<file path="config.mk">
export PLATFORM = sky130hd
export DESIGN_NAME = sysref_tap_picker
export DESIGN_NICKNAME = d
export VERILOG_FILES = /design/src/rtl/sysref_tap_picker.sv
export SDC_FILE = /design/constraint.sdc
export NUM_CORES = 1
export LEC_CHECK = 0
export BUFFER_PORTS_ARGS = -buffer_cell sky130_fd_sc_hd__buf_4
export CAP_MARGIN = 5
export CORE_ASPECT_RATIO = 0.75
export CORE_MARGIN = 2
export CORE_UTILIZATION = 59
export DETAILED_ROUTE_END_ITERATION = 6
export PLACE_DENSITY = 0.91
export SETUP_SLACK_MARGIN = 0.1
export SKIP_CTS_REPAIR_TIMING = 1
export SLEW_MARGIN = 20
export SYNTH_ARGS = -nofsm -noshare
export SYNTH_HDL_FRONTEND = slang
export SYNTH_SLANG_ARGS = --single-unit
</file>
<file path="constraint.sdc">
create_clock -name clk -period 10.7 [get_ports clk]
set_input_delay 1.07 -clock clk [delete_from_list [all_inputs] [get_ports clk]]
set_output_delay 1.07 -clock clk [all_outputs]
set_load 0.1 [all_outputs]
</file>
<file path="src/rtl/sysref_tap_picker.sv">
module sysref_tap_picker #(
  parameter int W    = 24,
  parameter int TAPS = 16
) (
  input  logic         clk,
  input  logic         rst_n,
  input  logic         start,
  input  logic         pair_en,
  input  logic [W-1:0] status_a,
  input  logic [W-1:0] status_b,
  output logic [3:0]   tap_sel,
  output logic         zoom,
  output logic         sel_valid,
  output logic         sel_err,
  output logic         done
);
  localparam int TW = $clog2(TAPS);
  localparam int LW = $clog2(TAPS + 1);

  logic [W-1:0]  word;
  logic          busy;
  logic [TW-1:0] idx, cur_start, best_start, cur_start_n, best_start_n, mid;
  logic [LW-1:0] cur_len, best_len, cur_len_n, best_len_n;
  logic          bit_clr, take, last;

  assign bit_clr      = ~word[idx];
  assign cur_len_n    = bit_clr ? cur_len + LW'(1) : '0;
  assign cur_start_n  = (bit_clr && cur_len == '0) ? idx : cur_start;
  assign take         = cur_len_n > best_len;
  assign best_len_n   = take ? cur_len_n : best_len;
  assign best_start_n = take ? cur_start_n : best_start;
  assign mid          = best_start_n + TW'((best_len_n - LW'(1)) >> 1);
  assign last         = idx == TW'(TAPS - 1);

  always_ff @(posedge clk) begin
    if (!rst_n) begin
      busy <= 1'b0; idx <= '0; word <= '0;
      cur_len <= '0; best_len <= '0; cur_start <= '0; best_start <= '0;
      tap_sel <= '0; zoom <= 1'b1; sel_valid <= 1'b0; sel_err <= 1'b0; done <= 1'b0;
    end else begin
      done <= 1'b0;
      if (!busy) begin
        if (start) begin
          busy <= 1'b1; idx <= '0;
          word <= status_a | (pair_en ? status_b : '0);
          cur_len <= '0; best_len <= '0; cur_start <= '0; best_start <= '0;
        end
      end else begin
        cur_len <= cur_len_n; cur_start <= cur_start_n;
        best_len <= best_len_n; best_start <= best_start_n;
        idx <= idx + TW'(1);
        if (last) begin
          busy <= 1'b0;
          done <= 1'b1;
          zoom <= ~&word;
          if (best_len_n == '0) begin
            sel_err <= 1'b1; sel_valid <= 1'b0;
          end else begin
            sel_err <= 1'b0; sel_valid <= 1'b1; tap_sel <= 4'(mid);
          end
        end
      end
    end
  end
endmodule

</file>
==> impl_metrics.tcl, run 1 <==
set metrics [dict create \
    reg2regPathDepth 19 \
    start_util_pct 61.4 \
    wl_met2_um 3640 \
    io_buffers 59 \
    reg2reg_slack_ps 4970 \
    fp.dieArea_um2 5690 \
    cts_htree_levels 2 \
    synth_seq_area_share_pct 36.6 \
    crit_path_end_kind "register" \
    yosys.area.top_type "dfxtp_1" \
    vdd_drop_max_v 0.0000885 \
    cp_slowest_cell "dfxtp_1" \
    multiInputGateArea_um2 1760 \
    crit_type "reg2reg" \
    clock-sinks 55 \
    hp-class "reg2reg" \
    setup-tns-final_ps 0 \
    cts_root_buf "clkbuf_8" \
    dp_slack_ps 5100 \
    crit_required_ps 10950 \
    num_rows 22 \
    hpwl_um 5670 \
    clk_pin_slew_worst_paths_ps 100 \
    gp_congestion 0.942 \
    synth_top_area_share_pct 36.6 \
    path_buf_inv 0 \
    critPathMaxFanout 11 \
    drive_gt1_share_pct 22.5 \
    drc 0 \
    setup_viol 0 \
    via_per_inst 6.27 \
    relSlewSlack_pct 41.3 \
    cp_common_cell "ha_1" \
    worstHoldPathCells 2 \
    crit_chain "mux4_2 > a22oi_4 > o21ai_1 > nor2_1 > ha_1 > nand4b_1 > o22ai_1 > and2_1 > a221oi_4 > nor2_2 > mux2i_1 > ha_1 > xnor2_1 > ha_1 > a21o_1 > a21oi_1 > xor2_1 > xnor3_1 > a21oi_1" \
    rsz0062_at_grt "false" \
    min_to "sel_err$_SDFFE_PN0P_" \
    route.met3.wl_um 561 \
    p_int_uw 312 \
    drt-pass1-iter-count 5 \
    synthMuxAreaShare_pct 8.03 \
    synthTopCellsByArea "dfxtp_1 37%, a21oi_1 11%, ha_1 5.0%" \
    top_layer "met4" \
    setup_ws_ps 4970 \
    synth-adder-area-share_pct 5.66 \
    cap_viol_max_count 0 \
    regArea_um2 1100 \
    drt-met1-wl_um 3380 \
    grt_max_degree 49 \
    reg2reg_to "tap_sel[3]$_SDFFE_PN0P_" \
    synthFlopType "dfxtp_1" \
    synth_seq_cells 55 \
    drv_slew 0 \
    outcome "finished, final reports clean" \
    final_cell_area_um2 3540 \
    num_antenna_cells 0 \
    min_period_over_period_pct 53.6 \
    grt_first_pass_wirelength_um 12900 \
    grt_pass1_vias 2801 \
    slowest_delay_ps 630 \
    wire_per_inst_um 16.6 \
    fin_skew_ps 4.61 \
    cpLargestDelayFamily "compound AO/OA/AOI/OAI gates" \
    synth_compound_area_share_pct 26.2 \
    groute.usage.overall_pct 28.9 \
    grt-ovfl-total 0 \
    cts_tree "done" \
    clockBufferDepth 2 \
    r2r-start "idx[1]$_SDFFE_PN0P_" \
    synth_area_um2 3010 \
    synth_top_family_by_area "compound AO/OA/AOI/OAI gates" \
    fmax_mhz 174 \
    async_reset_ff_share_pct 0 \
    worst_pin_slew_ps 880 \
    seq_power_share_pct 49.2 \
    worstSetupStartpointType "register" \
    synth_nets 418 \
    hold_start "sel_err$_SDFFE_PN0P_" \
    synth_cells 353 \
    clock_latency_ps 320 \
    power_frac_comb_pct 24.2 \
    antenna_found_initial 0 \
    swShare_pct 31.4 \
    core_um2 4900 \
    fin_nets 464 \
    numCtsBuffers 5 \
    synth_edf_count 0 \
    synth-xor-area-share_pct 3.08 \
    area_growth_pct 17.7 \
    synthTopCellsByCount "66 x a21oi_1, 55 x dfxtp_1, 34 x nor2_1" \
    powerDensity_nw_per_um2 129 \
    netSwitchingPower_uw 143 \
    routed_wl_um 7660 \
    yosysWarnings 0 \
    place_area_um2 3450 \
    ioPinCount 60 \
    ant_nets 0 \
    finalHoldViolCount 0 \
    power.leakage_uw 0.00151 \
    synthMostInstantiatedCell "a21oi_1" \
    p_total_uw 455 \
    postSynthAreaPerCell_um2 8.52 \
    pwr-share-clk_pct 26.6 \
    cp-startpoint "idx[1]$_SDFFE_PN0P_" \
    n_fill_cell 372 \
    crit_arrival_ps 5980 \
    die_h_um 65.8 \
    die_x_um 86.4 \
    ys_types 58 \
    dr_total_vias 2882 \
    drt_iter0_markers 264 \
    synthSimpleGateAreaFrac_pct 15.5 \
    period_minus_slack_ps 5730 \
]
## power groups by stage
| stage | Sequential, uW | Combinational, uW | Clock, uW |
|---|---|---|---|
| final | 224 | 110 | 121 |
| after global routing | 225 | 121 | 132 |
| after CTS | 223 | 109 | 121 |
| after detailed placement | 228 | 108 | 0 |
| after global placement | 228 | 103 | 0 |
| after floorplan | 223 | 78.5 | 0 |
## sequential cells by signal, indices dropped and copies added, names as in the netlist, 4 cells and up
| register | flops |
|---|---|
| best_start | 4 |
| cur_len | 5 |
| tap_sel | 4 |
| cur_start | 4 |
| word | 24 |
| idx | 4 |
| best_len | 5 |
## worst min-delay path: stages, from the launching register on
cell and delay (ps):
dfxtp_1 330, nand2_1 50, a21oi_1 50
## how the worst max path moves through the flow
stage | to | cells after the start
after floorplan | tap_sel[3]$_SDFFE_PN0P_ | 20
after global placement | tap_sel[3]$_SDFFE_PN0P_ | 19
after detailed placement | tap_sel[3]$_SDFFE_PN0P_ | 19
after CTS | tap_sel[3]$_SDFFE_PN0P_ | 19
after global routing | tap_sel[3]$_SDFFE_PN0P_ | 19
final | tap_sel[3]$_SDFFE_PN0P_ | 19
## cell families after synthesis
kind of cell    after synthesis
simple gates                 93
fa+ha+maj                    13
buf+inv                      37
mux                          19
compound gates              127
flops                        55
xor+xnor                      9
## cell usage in the layout, fill, tap and decap left out, types with 7 or more instances in the layout
| master | synthesis | routed |
|---|---|---|
| nand2_1 | 11 | 11 |
| nand4_1 | 8 | 8 |
| mux2i_1 | 7 | 7 |
| ha_1 | 12 | 12 |
| inv_1 | 15 | 15 |
| a21oi_1 | 66 | 66 |
| mux2_2 | 8 | 8 |
| dfxtp_1 | 55 | 55 |
| buf_4 | 0 | 60 |
| nor2_1 | 34 | 34 |
| o21ai_0 | 28 | 28 |
## layer usage
layer  up-vias  GRT usage [%]
li1       1377              -
met1      1363           38.5
met2       128           48.7
met3        14           5.87
met4         0           6.25
met5         -              0
## layout make-up
| cell class | count | area share [%] |
|---|---|---|
| clock inverters | 3 | 0.672 |
| repair buffers | 60 | 12.7 |
| inverters | 16 | 1.70 |
| clock buffers | 5 | 1.94 |
| well taps | 60 | 2.12 |
| flip-flops and latches | 55 | 31.1 |
| multi-input cells | 261 | 49.7 |
## per-stage QoR
stage	util (%)	hold WS [ps]	instances
3_5_place_dp	70.4	453	452
3_3_place_gp	70.4	448	452
2_1_floorplan	-	473	353
4_1_cts	72.2	470	460
6_report	72.2	472	460
5_1_grt	72.2	507	460
Note: power is estimated with default switching activity, not from simulation.
==> run 2, diff against run 1 <==
- CORE_UTILIZATION: 59 -> 50
- PLACE_DENSITY: 0.91 -> 0.82
- clock period: 10.7 -> 5 ns (I/O delays scaled with it)
==> run 2 against run 1 <==
  * Fmax grew 23%
  * Die area grew 17%
  * Clock skew grew 7.8 ps
  * Core utilization shrank 6.7 points
  * Sequential power grew 110%
  * Wire length grew 1.7%
  * Worst setup slack lost 4600 ps
  * Cell count grew 8.5%
  * Clock power grew to 2.6 times the previous value
  * Global-route usage shrank 5.9 points
  * Largest cell class unchanged
  * Largest power group unchanged
==> impl_metrics.tcl, run 2 (synthesis gave the netlist of run 1 again) <==
set metrics [dict create \
    outcome "finished, final reports clean" \
    drt_iter0_markers 231 \
    cap_viol_max_count 0 \
    period_minus_slack_ps 4670 \
    routed_wl_um 7790 \
    powerDensity_nw_per_um2 286 \
    swShare_pct 30.1 \
    numCtsBuffers 5 \
    cpLargestDelayFamily "compound AO/OA/AOI/OAI gates" \
    cp_slowest_cell "mux4_2" \
    vdd_drop_max_v 0.000186 \
    cp_num_cells 20 \
    pwr-share-clk_pct 28.8 \
    gp_congestion 0.888 \
    clock_latency_ps 320 \
    fin_skew_ps 12.4 \
    ant_nets 0 \
    grt_first_pass_wirelength_um 12200 \
    fp.dieArea_um2 6660 \
    min_period_over_period_pct 93.4 \
    finalHoldViolCount 0 \
    setup-tns-final_ps 0 \
    grt_max_degree 49 \
    hpwl_um 5480 \
    grt_pass1_vias 2602 \
    setup_viol 0 \
    cts_htree_levels 2 \
    clock-sinks 55 \
    netSwitchingPower_uw 328 \
    crit_type "reg2reg" \
    n_fill_cell 501 \
    path_buf_inv 1 \
    crit_required_ps 5250 \
    final_common_cell "buf_4" \
    start_util_pct 51.6 \
    die_x_um 93.5 \
    worst_pin_slew_ps 918 \
    drive_gt1_share_pct 29.2 \
    slowest_delay_ps 540 \
    crit_path_end_kind "register" \
    grt-ovfl-total 0 \
    via_per_inst 5.82 \
    setup_ws_ps 329 \
    area_growth_pct 27.0 \
    ioPinCount 60 \
    place_area_um2 3540 \
    hp-class "in2reg" \
    crit_chain "mux4_2 > a22oi_4 > buf_4 > o21a_4 > and2_4 > ha_1 > nand4b_1 > o22ai_1 > and2_1 > a221oi_4 > nor2_4 > mux2i_2 > ha_2 > xnor2_2 > ha_1 > a21o_1 > a21oi_2 > xor2_1 > xnor3_1 > a21oi_1" \
    final_cell_mix "81 x buf_4, 65 x a21oi_1, 54 x dfxtp_1" \
    wire_per_inst_um 15.6 \
    power.leakage_uw 0.00164 \
    seq_power_share_pct 43.8 \
    crit_arrival_ps 4920 \
    drc 0 \
    cts_root_buf "clkbuf_8" \
    groute.usage.overall_pct 22.9 \
    cts_tree "done" \
    relSlewSlack_pct 38.7 \
    clockBufferDepth 2 \
    reg2regPathDepth 20 \
    regMostFlops "word" \
    cp_common_cell "ha_1" \
    core_um2 5830 \
    drt-pass1-iter-count 5 \
    multiInputGateArea_um2 1820 \
    drv_slew 0 \
    worstHoldPathCells 3 \
    die_h_um 71.2 \
    antenna_found_initial 0 \
    p_int_uw 763 \
    fin_nets 485 \
    reg_top3 "word x24, best_len x5, cur_len x5" \
    worstSetupStartpointType "register" \
    regArea_um2 1100 \
    critPathMaxFanout 5 \
    power_frac_comb_pct 27.4 \
    num_antenna_cells 0 \
    dp_slack_ps -28.1 \
    p_total_uw 1090 \
    largest_reg_flops 24 \
    dr_total_vias 2903 \
    io_buffers 59 \
    num_rows 24 \
    rsz0062_at_grt "false" \
    final_cell_area_um2 3820 \
    fmax_mhz 214 \
    clk_pin_slew_worst_paths_ps 110 \
]
==> run 2: final cells by class <==
cell class | instances | share of cell area [%]
Timing Repair Buffer | 81 | 15.9
Tap cell | 78 | 2.56
Sequential cell | 55 | 28.9
Multi-Input combinational cell | 261 | 47.8
Clock inverter | 3 | 1.44
Inverter | 16 | 1.57
Clock buffer | 5 | 1.80
==> run 2: worst paths after layout <==
kind / start / end / slack, ps
hold / removal: status_a[21] / word[21]$_SDFFE_PN0P_ / 430
hold reg to reg: sel_err$_SDFFE_PN0P_ / sel_err$_SDFFE_PN0P_ / 460
setup / recovery: idx[1]$_SDFFE_PN0P_ / tap_sel[3]$_SDFFE_PN0P_ / 330
setup reg to reg: idx[1]$_SDFFE_PN0P_ / tap_sel[3]$_SDFFE_PN0P_ / 330
==> run 2: worst min-delay path, delay by kind of cell <==
family	cells	cell delay, ps
compound gates	2	140
buf+inv	1	70
==> run 2: power groups by stage <==
stage	clock, uW	combinational (uW)	sequential, uW
3_3_place_gp	0	241	486
3_5_place_dp	0	248	486
6_report	314	299	478
5_1_grt	329	327	481
4_1_cts	318	252	477
2_1_floorplan	0	168	477
==> run 2: metal layers <==
layer  wire length [um]  GRT usage (%)  vias to the layer above
li1                   -              -                     1417
met1               3710           33.9                     1360
met2               3440           34.7                      115
met3                544           4.69                       11
met4                 93           5.31                        0
met5                  0              0                        -
==> run 2: stage by stage <==
step / hold WS, ps / util [%] / instances
global route: 444 / 65.5 / 499
floorplan: 473 / - / 353
detailed placement: 447 / 60.8 / 480
CTS: 433 / 63.0 / 488
finish: 430 / 65.5 / 499
global placement: 449 / 60.8 / 480
==> run 3, diff against run 2 <==
- BUFFER_PORTS_ARGS: -buffer_cell sky130_fd_sc_hd__buf_4 -> -buffer_cell sky130_fd_sc_hd__buf_2
==> run 3 against run 2 <==
  * Cell count is 1.4% lower
  * Die area stayed put
  * Non-clock buffer count is 7 lower
  * Sequential power hardly changed
  * Clock-buffer cell count is 1 higher
  * Via count is 3.0% lower
  * Total power is 6.4% lower
  * Final area is 6.1% lower
  * Clock power is 13% lower
==> impl_metrics.tcl, run 3 (synthesis gave the netlist of run 1 again) <==
set metrics [dict create \
    outcome "finished, final reports clean" \
    regMostFlops "word" \
    fp.dieArea_um2 6660 \
    n_fill_cell 527 \
    area_growth_pct 19.3 \
    antenna_found_initial 0 \
    die_x_um 93.5 \
    cp_slowest_cell "mux4_2" \
    final_cell_mix "66 x a21oi_1, 59 x buf_2, 54 x dfxtp_1" \
    hpwl_um 5450 \
    final_common_cell "a21oi_1" \
    power.leakage_uw 0.00155 \
    grt_pass1_vias 2614 \
    clockBufferDepth 2 \
    largest_reg_flops 24 \
    slowest_delay_ps 530 \
    setup_viol 0 \
    drive_gt1_share_pct 27.3 \
    rsz0062_at_grt "false" \
    powerDensity_nw_per_um2 285 \
    drt_iter0_markers 172 \
    pwr-share-clk_pct 26.7 \
    drv_slew 0 \
    cap_viol_max_count 0 \
    cts_root_buf "clkbuf_8" \
    clock-sinks 55 \
    fmax_mhz 211 \
    p_int_uw 703 \
    crit_required_ps 5260 \
    die_h_um 71.2 \
    numCtsBuffers 5 \
    clock_latency_ps 320 \
    num_rows 24 \
    wire_per_inst_um 15.4 \
    crit_type "reg2reg" \
    core_um2 5830 \
    grt_first_pass_wirelength_um 12300 \
    period_minus_slack_ps 4730 \
    start_util_pct 51.6 \
    setup_ws_ps 269 \
    multiInputGateArea_um2 1820 \
    clk_pin_slew_worst_paths_ps 100 \
    hp-class "in2reg" \
    seq_power_share_pct 46.9 \
    netSwitchingPower_uw 318 \
    groute.usage.overall_pct 23.0 \
    relSlewSlack_pct 40.1 \
    via_per_inst 5.73 \
    finalHoldViolCount 0 \
    io_buffers 59 \
    dr_total_vias 2817 \
    setup-tns-final_ps 0 \
    crit_arrival_ps 4990 \
    fin_skew_ps 10.2 \
    reg2regPathDepth 19 \
    crit_chain "mux4_2 > a22oi_4 > o21ai_4 > nor2_2 > ha_1 > and3b_1 > o21a_1 > or2_2 > a221oi_4 > nor2_2 > mux2i_2 > ha_2 > xnor2_2 > ha_1 > a21o_1 > a21oi_1 > xor2_1 > xnor3_1 > a21oi_1" \
    worst_pin_slew_ps 897 \
    vdd_drop_max_v 0.000188 \
    grt-ovfl-total 0 \
    ioPinCount 60 \
    drt-pass1-iter-count 5 \
    drc 0 \
    worstHoldPathCells 3 \
    swShare_pct 31.2 \
    grt_max_degree 49 \
    cts_htree_levels 2 \
    routed_wl_um 7570 \
    fin_nets 478 \
    dp_slack_ps -77.8 \
    power_frac_comb_pct 26.4 \
    cts_tree "done" \
    regArea_um2 1100 \
    reg_top3 "word x24, best_len x5, cur_len x5" \
    gp_congestion 0.864 \
    ant_nets 0 \
    min_period_over_period_pct 94.6 \
    critPathMaxFanout 6 \
    num_antenna_cells 0 \
    worstSetupStartpointType "register" \
    crit_path_end_kind "register" \
]
==> run 3: final timing paths <==
| check | start | slack, ps | endpoint |
|---|---|---|---|
| max | idx[1]$_SDFFE_PN0P_ | 270 | tap_sel[3]$_SDFFE_PN0P_ |
| min | status_a[22] | 430 | word[22]$_SDFFE_PN0P_ |
| max reg2reg | idx[1]$_SDFFE_PN0P_ | 270 | tap_sel[3]$_SDFFE_PN0P_ |
| min reg2reg | sel_err$_SDFFE_PN0P_ | 460 | sel_err$_SDFFE_PN0P_ |
==> run 3: worst max-delay path: cells and delay by family, from the launching register on <==
kind | cells | cell delay, ps
adders and majority gates | 3 | 810
DFF | 1 | 400
and+or+nand+nor | 4 | 750
xor gates and xnor gates | 3 | 560
muxes | 2 | 790
AOI/OAI and AO/OA | 7 | 1350
==> run 3: cell type report <==
| type | count | area share (%) |
|---|---|---|
| inverter | 16 | 1.67 |
| timing repair buffer | 74 | 11.4 |
| clock buffer | 6 | 2.30 |
| clock inverter | 2 | 0.523 |
| multi-input combinational | 261 | 50.6 |
| tap | 78 | 2.72 |
| sequential | 55 | 30.8 |
==> run 3: metrics by stage <==
step                hold slack [ps]  cell area, um^2  total power [uW]  utilization [%]  instances
floorplan                       473             3010               645                -        353
global placement                443             3400               715             58.3        480
detailed placement              446             3400               720             58.3        480
CTS                             427             3500               991             60.1        488
global route                    432             3590              1070             61.6        492
finish                          432             3590              1020             61.6        492
==> run 3: power by group through the flow <==
stage / clock [uW] / combinational, uW / sequential, uW
after CTS: 278 / 235 / 478
after global routing: 294 / 299 / 481
final: 273 / 269 / 478
after global placement: 0 / 228 / 486
after detailed placement: 0 / 233 / 487
after floorplan: 0 / 168 / 477
==> run 3: per-layer routing <==
| metal | vias up | global-route usage (%) | share of wire, % |
|---|---|---|---|
| met3 | 12 | 4.47 | 5.4 |
| met4 | 0 | 7.41 | 1.5 |
| met2 | 88 | 33.5 | 45 |
| met1 | 1313 | 34.4 | 48 |
| li1 | 1404 | - | - |
| met5 | - | 0 | 0 |
